--- src/rtl/lvtrf_pkg.sv ---
package lvtrf_pkg;

  // Read-during-write behaviour of every read port.
  typedef enum logic [1:0] {
    RM_ASYNC       = 2'd0,
    RM_READ_FIRST  = 2'd1,
    RM_WRITE_FIRST = 2'd2,
    RM_THROUGH     = 2'd3
  } rmode_e;

  // Width of a writer index; at least one bit so that vectors never collapse.
  function automatic int unsigned sel_width(input int unsigned n_wr);
    return (n_wr > 1) ? $clog2(n_wr) : 1;
  endfunction

endpackage

--- src/rtl/rf_bank.sv ---
// One-write, one-read storage bank. The storage is not reset; the live-value
// table masks entries that have not been written.
module rf_bank #(
  parameter int unsigned DATA_W = 32,
  parameter int unsigned DEPTH  = 32,
  parameter int unsigned AW     = 5
) (
  input  logic              clk,
  input  logic              we,
  input  logic [AW-1:0]     waddr,
  input  logic [DATA_W-1:0] wdata,
  input  logic [AW-1:0]     raddr,
  output logic [DATA_W-1:0] rdata
);

  logic [DATA_W-1:0] mem_q [DEPTH];

  always_ff @(posedge clk) begin
    if (we) begin
      mem_q[waddr] <= wdata;
    end
  end

  assign rdata = mem_q[raddr];

endmodule

--- src/rtl/rf_live_table.sv ---
// Per-entry record of the last writer and a written flag.
module rf_live_table #(
  parameter int unsigned NUM_WR = 1,
  parameter int unsigned NUM_RD = 2,
  parameter int unsigned DEPTH  = 32,
  parameter int unsigned AW     = 5,
  parameter int unsigned SW     = 1
) (
  input  logic                 clk,
  input  logic                 rst_n,
  input  logic [NUM_WR-1:0]    wr_en,
  input  logic [NUM_WR*AW-1:0] wr_addr,
  input  logic [NUM_RD*AW-1:0] rd_addr,
  output logic [NUM_RD*SW-1:0] rd_sel,
  output logic [NUM_RD-1:0]    rd_valid
);

  logic [SW-1:0]    sel_q [DEPTH];
  logic [SW-1:0]    sel_d [DEPTH];
  logic [DEPTH-1:0] vld_q;
  logic [DEPTH-1:0] vld_d;

  // Next state: ascending port order, so a higher port overrides a lower one.
  always_comb begin
    sel_d = sel_q;
    vld_d = vld_q;
    for (int w = 0; w < int'(NUM_WR); w++) begin
      if (wr_en[w]) begin
        sel_d[wr_addr[w*AW +: AW]] = SW'(w);
        vld_d[wr_addr[w*AW +: AW]] = 1'b1;
      end
    end
  end

  always_ff @(posedge clk or negedge rst_n) begin
    if (!rst_n) begin
      for (int i = 0; i < int'(DEPTH); i++) begin
        sel_q[i] <= '0;
      end
      vld_q <= '0;
    end else begin
      sel_q <= sel_d;
      vld_q <= vld_d;
    end
  end

  for (genvar p = 0; p < int'(NUM_RD); p++) begin : g_rd
    assign rd_sel[p*SW +: SW] = sel_q[rd_addr[p*AW +: AW]];
    assign rd_valid[p]        = vld_q[rd_addr[p*AW +: AW]];
  end

  // once written, an entry stays written until reset.
  for (genvar i = 0; i < int'(DEPTH); i++) begin : g_sticky
    assert_entry_stays_written_R2: assert property (
      @(posedge clk) disable iff (!rst_n) vld_q[i] |=> vld_q[i]);
  end

  // the highest-numbered writer always owns its entry after the edge.
  if (NUM_WR > 1) begin : g_prio
    assert_top_writer_wins_R3: assert property (
      @(posedge clk) disable iff (!rst_n)
      wr_en[NUM_WR-1] |=>
        (sel_q[$past(wr_addr[(NUM_WR-1)*AW +: AW])] == SW'(NUM_WR-1)) &&
        vld_q[$past(wr_addr[(NUM_WR-1)*AW +: AW])]);
  end

endmodule

--- src/rtl/rf_read_port.sv ---
// One read port: picks the live bank and applies the selected read mode.
module rf_read_port
  import lvtrf_pkg::*;
#(
  parameter int unsigned NUM_WR    = 1,
  parameter int unsigned DATA_W    = 32,
  parameter int unsigned AW        = 5,
  parameter int unsigned SW        = 1,
  parameter rmode_e      READ_MODE = RM_ASYNC
) (
  input  logic                     clk,
  input  logic                     rst_n,
  input  logic                     rd_en,
  input  logic [AW-1:0]            rd_addr,
  output logic [AW-1:0]            addr_eff,
  input  logic [NUM_WR*DATA_W-1:0] bank_data,
  input  logic [SW-1:0]            lvt_sel,
  input  logic                     lvt_valid,
  input  logic [NUM_WR-1:0]        wr_en,
  input  logic [NUM_WR*AW-1:0]     wr_addr,
  input  logic [NUM_WR*DATA_W-1:0] wr_data,
  output logic [DATA_W-1:0]        rd_data
);

  localparam bit IS_WF = (READ_MODE == RM_WRITE_FIRST);

  logic unused_inputs;
  assign unused_inputs = ^{rd_en, wr_en, wr_addr, wr_data};

  if (READ_MODE == RM_ASYNC || READ_MODE == RM_THROUGH) begin : g_comb

    logic [DATA_W-1:0] live;

    if (READ_MODE == RM_THROUGH) begin : g_hold_addr
      logic [AW-1:0] addr_q;
      logic [AW-1:0] addr_d;

      always_comb begin
        addr_d = addr_q;
        if (rd_en) begin
          addr_d = rd_addr;
        end
      end

      always_ff @(posedge clk or negedge rst_n) begin
        if (!rst_n) begin
          addr_q <= '0;
        end else begin
          addr_q <= addr_d;
        end
      end

      assign addr_eff = addr_q;

      // a disabled port keeps its captured address.
      assert_through_addr_held_R8: assert property (
        @(posedge clk) disable iff (!rst_n) !rd_en |=> $stable(addr_eff));
    end else begin : g_direct
      assign addr_eff = rd_addr;
    end

    always_comb begin
      live = '0;
      for (int w = 0; w < int'(NUM_WR); w++) begin
        if (lvt_sel == SW'(w)) begin
          live = bank_data[w*DATA_W +: DATA_W];
        end
      end
      rd_data = lvt_valid ? live : '0;
    end

  end else begin : g_clocked

    logic [DATA_W-1:0] cap_q [NUM_WR];
    logic [DATA_W-1:0] cap_d [NUM_WR];
    logic [SW-1:0]     sel_q;
    logic [SW-1:0]     sel_d;
    logic              vld_q;
    logic              vld_d;
    logic              hit_any;
    logic [SW-1:0]     hit_sel;

    assign addr_eff = rd_addr;

    // Next state: bank words plus select, delayed together by one edge.
    always_comb begin
      hit_any = 1'b0;
      hit_sel = '0;
      for (int w = 0; w < int'(NUM_WR); w++) begin
        cap_d[w] = cap_q[w];
        if (rd_en) begin
          cap_d[w] = bank_data[w*DATA_W +: DATA_W];
          if (IS_WF && wr_en[w] && (wr_addr[w*AW +: AW] == rd_addr)) begin
            cap_d[w] = wr_data[w*DATA_W +: DATA_W];
            hit_any  = 1'b1;
            hit_sel  = SW'(w);
          end
        end
      end
      sel_d = sel_q;
      vld_d = vld_q;
      if (rd_en) begin
        sel_d = hit_any ? hit_sel : lvt_sel;
        vld_d = lvt_valid | hit_any;
      end
    end

    always_ff @(posedge clk or negedge rst_n) begin
      if (!rst_n) begin
        for (int w = 0; w < int'(NUM_WR); w++) begin
          cap_q[w] <= '0;
        end
        sel_q <= '0;
        vld_q <= 1'b0;
      end else begin
        cap_q <= cap_d;
        sel_q <= sel_d;
        vld_q <= vld_d;
      end
    end

    always_comb begin
      rd_data = '0;
      for (int w = 0; w < int'(NUM_WR); w++) begin
        if (vld_q && (sel_q == SW'(w))) begin
          rd_data = cap_q[w];
        end
      end
    end

    // a disabled port keeps its output word.
    assert_clocked_data_held_R8: assert property (
      @(posedge clk) disable iff (!rst_n) !rd_en |=> $stable(rd_data));

    if (IS_WF) begin : g_wf_chk
      // a same-edge write by the top writer is returned.
      assert_new_data_returned_R6: assert property (
        @(posedge clk) disable iff (!rst_n)
        rd_en && wr_en[NUM_WR-1] && (wr_addr[(NUM_WR-1)*AW +: AW] == rd_addr)
        |=> rd_data == $past(wr_data[(NUM_WR-1)*DATA_W +: DATA_W]));
    end else begin : g_rf_chk
      // an entry never written before the edge reads old contents, zero.
      assert_old_data_unwritten_zero_R5: assert property (
        @(posedge clk) disable iff (!rst_n)
        rd_en && !lvt_valid |=> rd_data == '0);
    end

  end

endmodule

--- src/rtl/lvt_regfile.sv ---
// Multi-port register file built from replicated 1W1R banks and a
// live-value table. rst_n is expected to be released synchronously.
module lvt_regfile
  import lvtrf_pkg::*;
#(
  parameter int unsigned NUM_WR    = 1,
  parameter int unsigned NUM_RD    = 2,
  parameter int unsigned DATA_W    = 32,
  parameter int unsigned DEPTH     = 32,
  parameter rmode_e      READ_MODE = RM_ASYNC,
  localparam int unsigned AW       = $clog2(DEPTH)
) (
  input  logic                     clk,
  input  logic                     rst_n,
  input  logic [NUM_WR-1:0]        wr_en,
  input  logic [NUM_WR*AW-1:0]     wr_addr,
  input  logic [NUM_WR*DATA_W-1:0] wr_data,
  input  logic [NUM_RD-1:0]        rd_en,
  input  logic [NUM_RD*AW-1:0]     rd_addr,
  output logic [NUM_RD*DATA_W-1:0] rd_data
);

  localparam int unsigned SW     = sel_width(NUM_WR);
  localparam int unsigned ROW_W  = NUM_WR * DATA_W;

  logic [NUM_RD*AW-1:0]    addr_eff;
  logic [NUM_RD*SW-1:0]    lvt_sel;
  logic [NUM_RD-1:0]       lvt_vld;
  logic [NUM_RD*ROW_W-1:0] bank_rd;

  rf_live_table #(
    .NUM_WR (NUM_WR),
    .NUM_RD (NUM_RD),
    .DEPTH  (DEPTH),
    .AW     (AW),
    .SW     (SW)
  ) i_live_table (
    .clk      (clk),
    .rst_n    (rst_n),
    .wr_en    (wr_en),
    .wr_addr  (wr_addr),
    .rd_addr  (addr_eff),
    .rd_sel   (lvt_sel),
    .rd_valid (lvt_vld)
  );

  for (genvar p = 0; p < int'(NUM_RD); p++) begin : g_rport
    for (genvar w = 0; w < int'(NUM_WR); w++) begin : g_bank
      rf_bank #(
        .DATA_W (DATA_W),
        .DEPTH  (DEPTH),
        .AW     (AW)
      ) i_bank (
        .clk   (clk),
        .we    (wr_en[w]),
        .waddr (wr_addr[w*AW +: AW]),
        .wdata (wr_data[w*DATA_W +: DATA_W]),
        .raddr (addr_eff[p*AW +: AW]),
        .rdata (bank_rd[p*ROW_W + w*DATA_W +: DATA_W])
      );
    end

    rf_read_port #(
      .NUM_WR    (NUM_WR),
      .DATA_W    (DATA_W),
      .AW        (AW),
      .SW        (SW),
      .READ_MODE (READ_MODE)
    ) i_read_port (
      .clk       (clk),
      .rst_n     (rst_n),
      .rd_en     (rd_en[p]),
      .rd_addr   (rd_addr[p*AW +: AW]),
      .addr_eff  (addr_eff[p*AW +: AW]),
      .bank_data (bank_rd[p*ROW_W +: ROW_W]),
      .lvt_sel   (lvt_sel[p*SW +: SW]),
      .lvt_valid (lvt_vld[p]),
      .wr_en     (wr_en),
      .wr_addr   (wr_addr),
      .wr_data   (wr_data),
      .rd_data   (rd_data[p*DATA_W +: DATA_W])
    );
  end

endmodule

--- config.mk ---
export PLATFORM = sky130hd
export DESIGN_NAME = lvt_regfile
export DESIGN_NICKNAME = d
export VERILOG_FILES = /design/src/rtl/lvtrf_pkg.sv /design/src/rtl/rf_bank.sv /design/src/rtl/rf_live_table.sv /design/src/rtl/rf_read_port.sv /design/src/rtl/lvt_regfile.sv
export SDC_FILE = /design/constraint.sdc
export NUM_CORES = 2
export LEC_CHECK = 0
export BUFFER_PORTS_ARGS = -buffer_cell sky130_fd_sc_hd__buf_2
export CAP_MARGIN = 40
export CORE_ASPECT_RATIO = 1.75
export CORE_MARGIN = 1.5
export CORE_UTILIZATION = 50
export DETAILED_ROUTE_END_ITERATION = 10
export PLACE_DENSITY = 0.66
export SETUP_SLACK_MARGIN = 0.1
export SYNTH_ARGS = -nofsm -noshare
export SYNTH_HDL_FRONTEND = slang
export SYNTH_SLANG_ARGS = --single-unit
--- constraint.sdc ---
create_clock -name clk -period 3.7 [get_ports clk]
set_input_delay 0.37 -clock clk [delete_from_list [all_inputs] [get_ports clk]]
set_output_delay 0.37 -clock clk [all_outputs]
set_load 0.05 [all_outputs]
Word level (Yosys, flattened, before mapping):

Memories as Yosys holds them, arrays and structs flattened.
Index checks and enable logic that the tools add are counted.

* divide/modulo/power cells: 0
* $mul: 0
* $lt $le $gt $ge: 8
* reductions and logical operators: 2
* bitwise logic cells: 6
* add/subtract/negate cells: 0
* shift operators: 0
* eq/ne operators: 0
* mux-type cells: 20

Operators with widths (count)
* $mux W32: 4
* $and A32 B32 Y32: 1
* $not A32 Y32: 1
* $or A32 B32 Y32: 1
* $bmux W1 S5: 4
* $ge A6 B6 Y1 const B: 3
* $lt A5 B6 Y1 const B: 3
* $not A5 Y6: 3
* $demux W1 S5: 2
* $mux W1: 10
* $lt A6 B1 Y1 const B: 1
* $ge A5 B1 Y1 const B: 1
* $logic_and A1 B1 Y1: 2

* bits in registers: 64
* RAM bits: 2048
* memories kept: 2
* bits in latches: 0
* output and inout port bits: 64
* memory bits (read-only): 0
* word-level logic and storage cells: 71
* bits of input ports: 52

Memory list
* g_rport[0].g_bank[0].i_bank.mem_q: words 32, width 32, rd ports 1, clocked after Yosys merged registers in 0, wr ports 1, line rf_bank.sv:16 `logic [DATA_W-1:0] mem_q [DEPTH];`
* g_rport[1].g_bank[0].i_bank.mem_q: words 32, width 32, rd ports 1, clocked after Yosys merged registers in 0, wr ports 1, line rf_bank.sv:16

Longest topological paths before layout:

* depth after elaboration: 7
* mapped depth: 9
* depth with buffers taken out: 5

Hierarchy:

Synthesis repeated with hierarchy kept, for this count alone.

* cell total of the unflattened synthesis: 4863
* area total of the unflattened synthesis: 83930.5 um^2

By module, submodules not included
* rf_bank: instances 2, seq. area each 30749.5 um^2, cells each 2228, area each 39844.5 um^2
* rf_live_table: instances 1, seq. area each 1601.5 um^2, cells each 321, area each 3465.8 um^2
* rf_read_port: instances 2, seq. area each 0.0 um^2, cells each 43, area each 387.9 um^2

Least setup slack after synthesis:

OpenSTA, ideal clock, no wires.

* path type: input to output
* from: input rd_addr[5]
* to: output rd_data[32]
* arrival time: 2622 ps
* required time: 3330 ps
* path slack: 708 ps
* stages: 7
* path through: buf_6 > buf_6 > buf_6 > buf_4 > mux4_2 > o22ai_1 > o32ai_1

* longest elaborated chain between the ends: 6

RTL lines
* start: declaration: line lvt_regfile.sv:19 `input logic [NUM_RD*AW-1:0] rd_addr,`
* $not A5 Y6 (not written as such): line rf_live_table.sv:48 `assign rd_sel[p*SW +: SW] = sel_q[rd_addr[p*AW +: AW]];`
* $bmux W1 S5: line rf_live_table.sv:48
* $mux W1 (not written as such) (2 in series): line rf_live_table.sv:48
* $mux W32: line rf_read_port.sv:65 `if (lvt_sel == SW'(w)) begin`
* $mux W32 (*): line rf_read_port.sv:69 `rd_data = lvt_valid ? live : '0;`
* end: declaration: line lvt_regfile.sv:20 `output logic [NUM_RD*DATA_W-1:0] rd_data`

Every way passes the cells marked *; elsewhere a longest branch is shown, timed or not. The select of a mux whose other input is x is not followed.

Final worst setup path:

* from: register i_live_table.sel_q[31] in the netlist's numbering
* to: output rd_data[13]

* longest elaborated chain between the ends: 5

RTL lines
* start: declaration: line rf_live_table.sv:18 `logic [SW-1:0] sel_q [DEPTH];`
* start signal: assignment: line rf_live_table.sv:42 `sel_q <= sel_d;`
* $bmux W1 S5: line rf_live_table.sv:48
* $mux W1 (not written as such) (2 in series): line rf_live_table.sv:48
* $mux W32: line rf_read_port.sv:65
* $mux W32: line rf_read_port.sv:69

Every way passes these cells. The select of a mux whose other input is x is not followed.

==> flow_summary.json <==
{
  "status": "finished, final reports clean",
  "cts_max_path_buffers": 3,
  "final_cell_area_um2": 57000,
  "num_vias": 27963,
  "synth_edf_count": 1024,
  "synth_ff_type": "edfxtp_1",
  "finalSetupViolCount": 0,
  "num_rows": 153,
  "slowest_stage": "a311o_1",
  "vias_per_cell": 6.805,
  "synth-seq-cells": 1088,
  "coreArea_um2": 99350,
  "min_period_ns": 3.569,
  "first_global_vias": 30026,
  "final.setup_skew_ns": 0,
  "totalWireLength_um": 144800,
  "grt_usage_pct": 28.93,
  "grt_max_degree": 91,
  "ys_async_sr_fraction_pct": 5.882,
  "start_util_pct": 50.50,
  "initialDrtViolationCount": 2947,
  "crit_family": "compound AO/OA/AOI/OAI gates",
  "cap_violations": 0,
  "ir_worst_vdd_uv": 365.0,
  "finalHoldViolations": 0,
  "gp_congestion": 0.8306,
  "drc": 0,
  "layout-drive-gt1-share_pct": 37.97,
  "cts_buffers": 94,
  "syn_area_um2": 50180,
  "crit_path_max_fanout": 24,
  "fin_nets": 2764,
  "synthDistinctLibCells": 47,
  "avgSynthCellArea_um2": 19.68,
  "dieHeight_um": 422.1,
  "dieArea_um2": 102300,
  "slew_violations": 0,
  "dpl.hpwl_um": 86730,
  "worstMarginPinSlew_ns": 0.9302,
  "synthTopCellsByArea": "edfxtp_1 (61%), mux4_2 (25%), dfrtp_1 (3.2%), nand2_1 (1.6%), mux2i_1 (1.3%)",
  "dpl_cell_area_um2": 53730,
  "grt_pass1_wl_um": 209000,
  "clock_latency_ns": 0.70,
  "cts_root_buf": "clkbuf_16",
  "ant_nets": 0,
  "ios": 116,
  "fin_setup_tns_ns": 0,
  "syn-num-nets": 2602,
  "min_period_over_period_pct": 96.46,
  "power.density_nw_per_um2": 471.8,
  "wl_per_cell_um": 35.23,
  "timing.fmax_mhz": 280.2,
  "first_pass_iters": 7,
  "leakage_nw": 18.54,
  "cp.buffers_inverters": 2,
  "crit_path_end_kind": "primary output",
  "worstSetupPathType": "reg -> out",
  "clkTransAtPathRegs_ns": 0.07,
  "area_growth_pct": 13.60,
  "dieWidth_um": 242.5,
  "slew_headroom_pct": 37.98,
  "yosysMostFrequentCell": "edfxtp_1",
  "ys_seq_area_share_pct": 64.47,
  "synth.top_cells.by_count": "edfxtp_1 (1024), mux4_2 (548), nand2_1 (212), o22ai_1 (93), clkbuf_1 (73)",
  "critPathArrivalTime_ns": 3.20,
  "gr-total-overflow": 0,
  "htreeDepth": 3,
  "postSynthCellCount": 2550,
  "antenna_found_initial": 4,
  "io_buffers": 113,
  "timing.hold.ws_ns": 0.08221,
  "cp_slowest_stage_delay_ns": 0.42,
  "yosys_warnings": 0,
  "yosys.area.top_type": "edfxtp_1",
  "cts_sinks": 1088,
  "hp-class": "in -> async",
  "rsz0062_at_grt": "yes",
  "critPathRequiredTime_ns": 3.33,
  "cp-start-kind": "flip-flop",
  "synth_top_cell_area_share_pct": 61.28,
  "cts_tree": "built",
  "crit_path_cell_trace": "or3b_1 -> a311o_1 -> a2111oi_4 -> a31oi_4 -> buf_12 -> a21oi_1 -> buf_4"
}
## sequential cells by signal (all words and copies together), names as in the netlist
name / flops
g_rport.g_bank.i_bank.mem_q: 1024
i_live_table.sel_q: 32
i_live_table.vld_q: 32
## cell usage in the layout, fill, tap and decap left out, types with 6 or more instances in the layout
master and instances:
a21oi_1 39, a221oi_1 32, a311oi_1 8, a31oi_1 7
and2_1 10, buf_12 74, buf_2 72, buf_4 104
bufinv_16 6, clkbuf_1 16, clkbuf_16 96, clkinv_1 49
clkinv_2 18, dfrtp_1 64, edfxtp_1 1024, inv_1 14
inv_2 10, mux2i_1 65, mux4_2 548, nand2_1 208
nand2b_1 18, nand3b_1 9, nor2_1 12, nor2_4 24
nor2b_1 18, nor3b_1 23, o22ai_1 90, o32ai_2 17
o32ai_4 11, or2_2 23
## cells by family (layout without fill, tap and decap cells)
kind of cell	after synthesis	in the layout	synth area share [%]
DFF	1088	1088	64.47
muxes	616	616	25.96
and+or+nand+nor	363	363	3.414
buffers and inverters	250	489	2.471
AOI/OAI and AO/OA	233	233	3.681
other	0	3	0
## routing by layer
metal | vias up | wire (µm) | GRT usage (%)
li1 | 11161 | - | -
met1 | 14998 | 48760 | 33.77
met2 | 1416 | 77740 | 51.61
met3 | 386 | 10020 | 3.650
met4 | 2 | 8214 | 16.08
met5 | - | 13 | 0
## per-stage QoR
step | std cells | utilization [%] | power, mW | worst slack (ns)
finish | 4109 | 57.37 | 26.89 | 0.1310
global route | 4107 | 57.37 | 27.60 | 0.08885
CTS | 4106 | 57.22 | 26.98 | 0.001254
detailed placement | 3930 | 54.08 | 17.25 | 0.2857
global placement | 3925 | 54.00 | 17.17 | 0.2225
floorplan | 2550 | - | 16.01 | 0.7077
## worst paths after layout
check	end	start	depth (start not counted)	slack (ns)
setup / recovery	rd_data[13]	i_live_table.sel_q[31]	7	0.13
min in group clk	i_live_table.vld_q[4]	wr_addr[0]	4	0.13
max in group asynchronous	i_live_table.vld_q[14]	rst_n	4	2.76
hold / removal	i_live_table.vld_q[7]	rst_n	2	0.08
setup reg to reg	i_live_table.vld_q[2]	i_live_table.vld_q[2]	1	2.88
hold reg to reg	i_live_table.vld_q[12]	i_live_table.vld_q[12]	1	0.47
## timing repair
item | in CTS | in global routing
setup buffers | 2 | 0
hold buffers | 1 | 0
pin swaps | 1 | 0
hold endpoints to repair | 42 | 0
gates cloned | 0 | 0
resized for setup | 13 | 18
setup endpoints to repair | 38 | 46
## report_power, final
group	switching [mW]	internal, mW	leakage [nW]	total (mW)
logic	1.88	1.35	7.05	3.23
clock network	4.54	5.31	1.48	9.85
registers	0.113	13.7	10.0	13.8
## layout make-up
cell class / instances / area, µm²
Fill cell: 7173 / 42350
Sequential cell: 1088 / 32350
Multi-Input combinational cell: 1212 / 17000
Timing Repair Buffer: 260 / 2761
Clock buffer: 117 / 2531
Tap cell: 1317 / 1648
Clock inverter: 56 / 496.7
Inverter: 56 / 210.2
Antenna cell: 3 / 7.507
No activity file was read; power rests on OpenSTA's default activity.
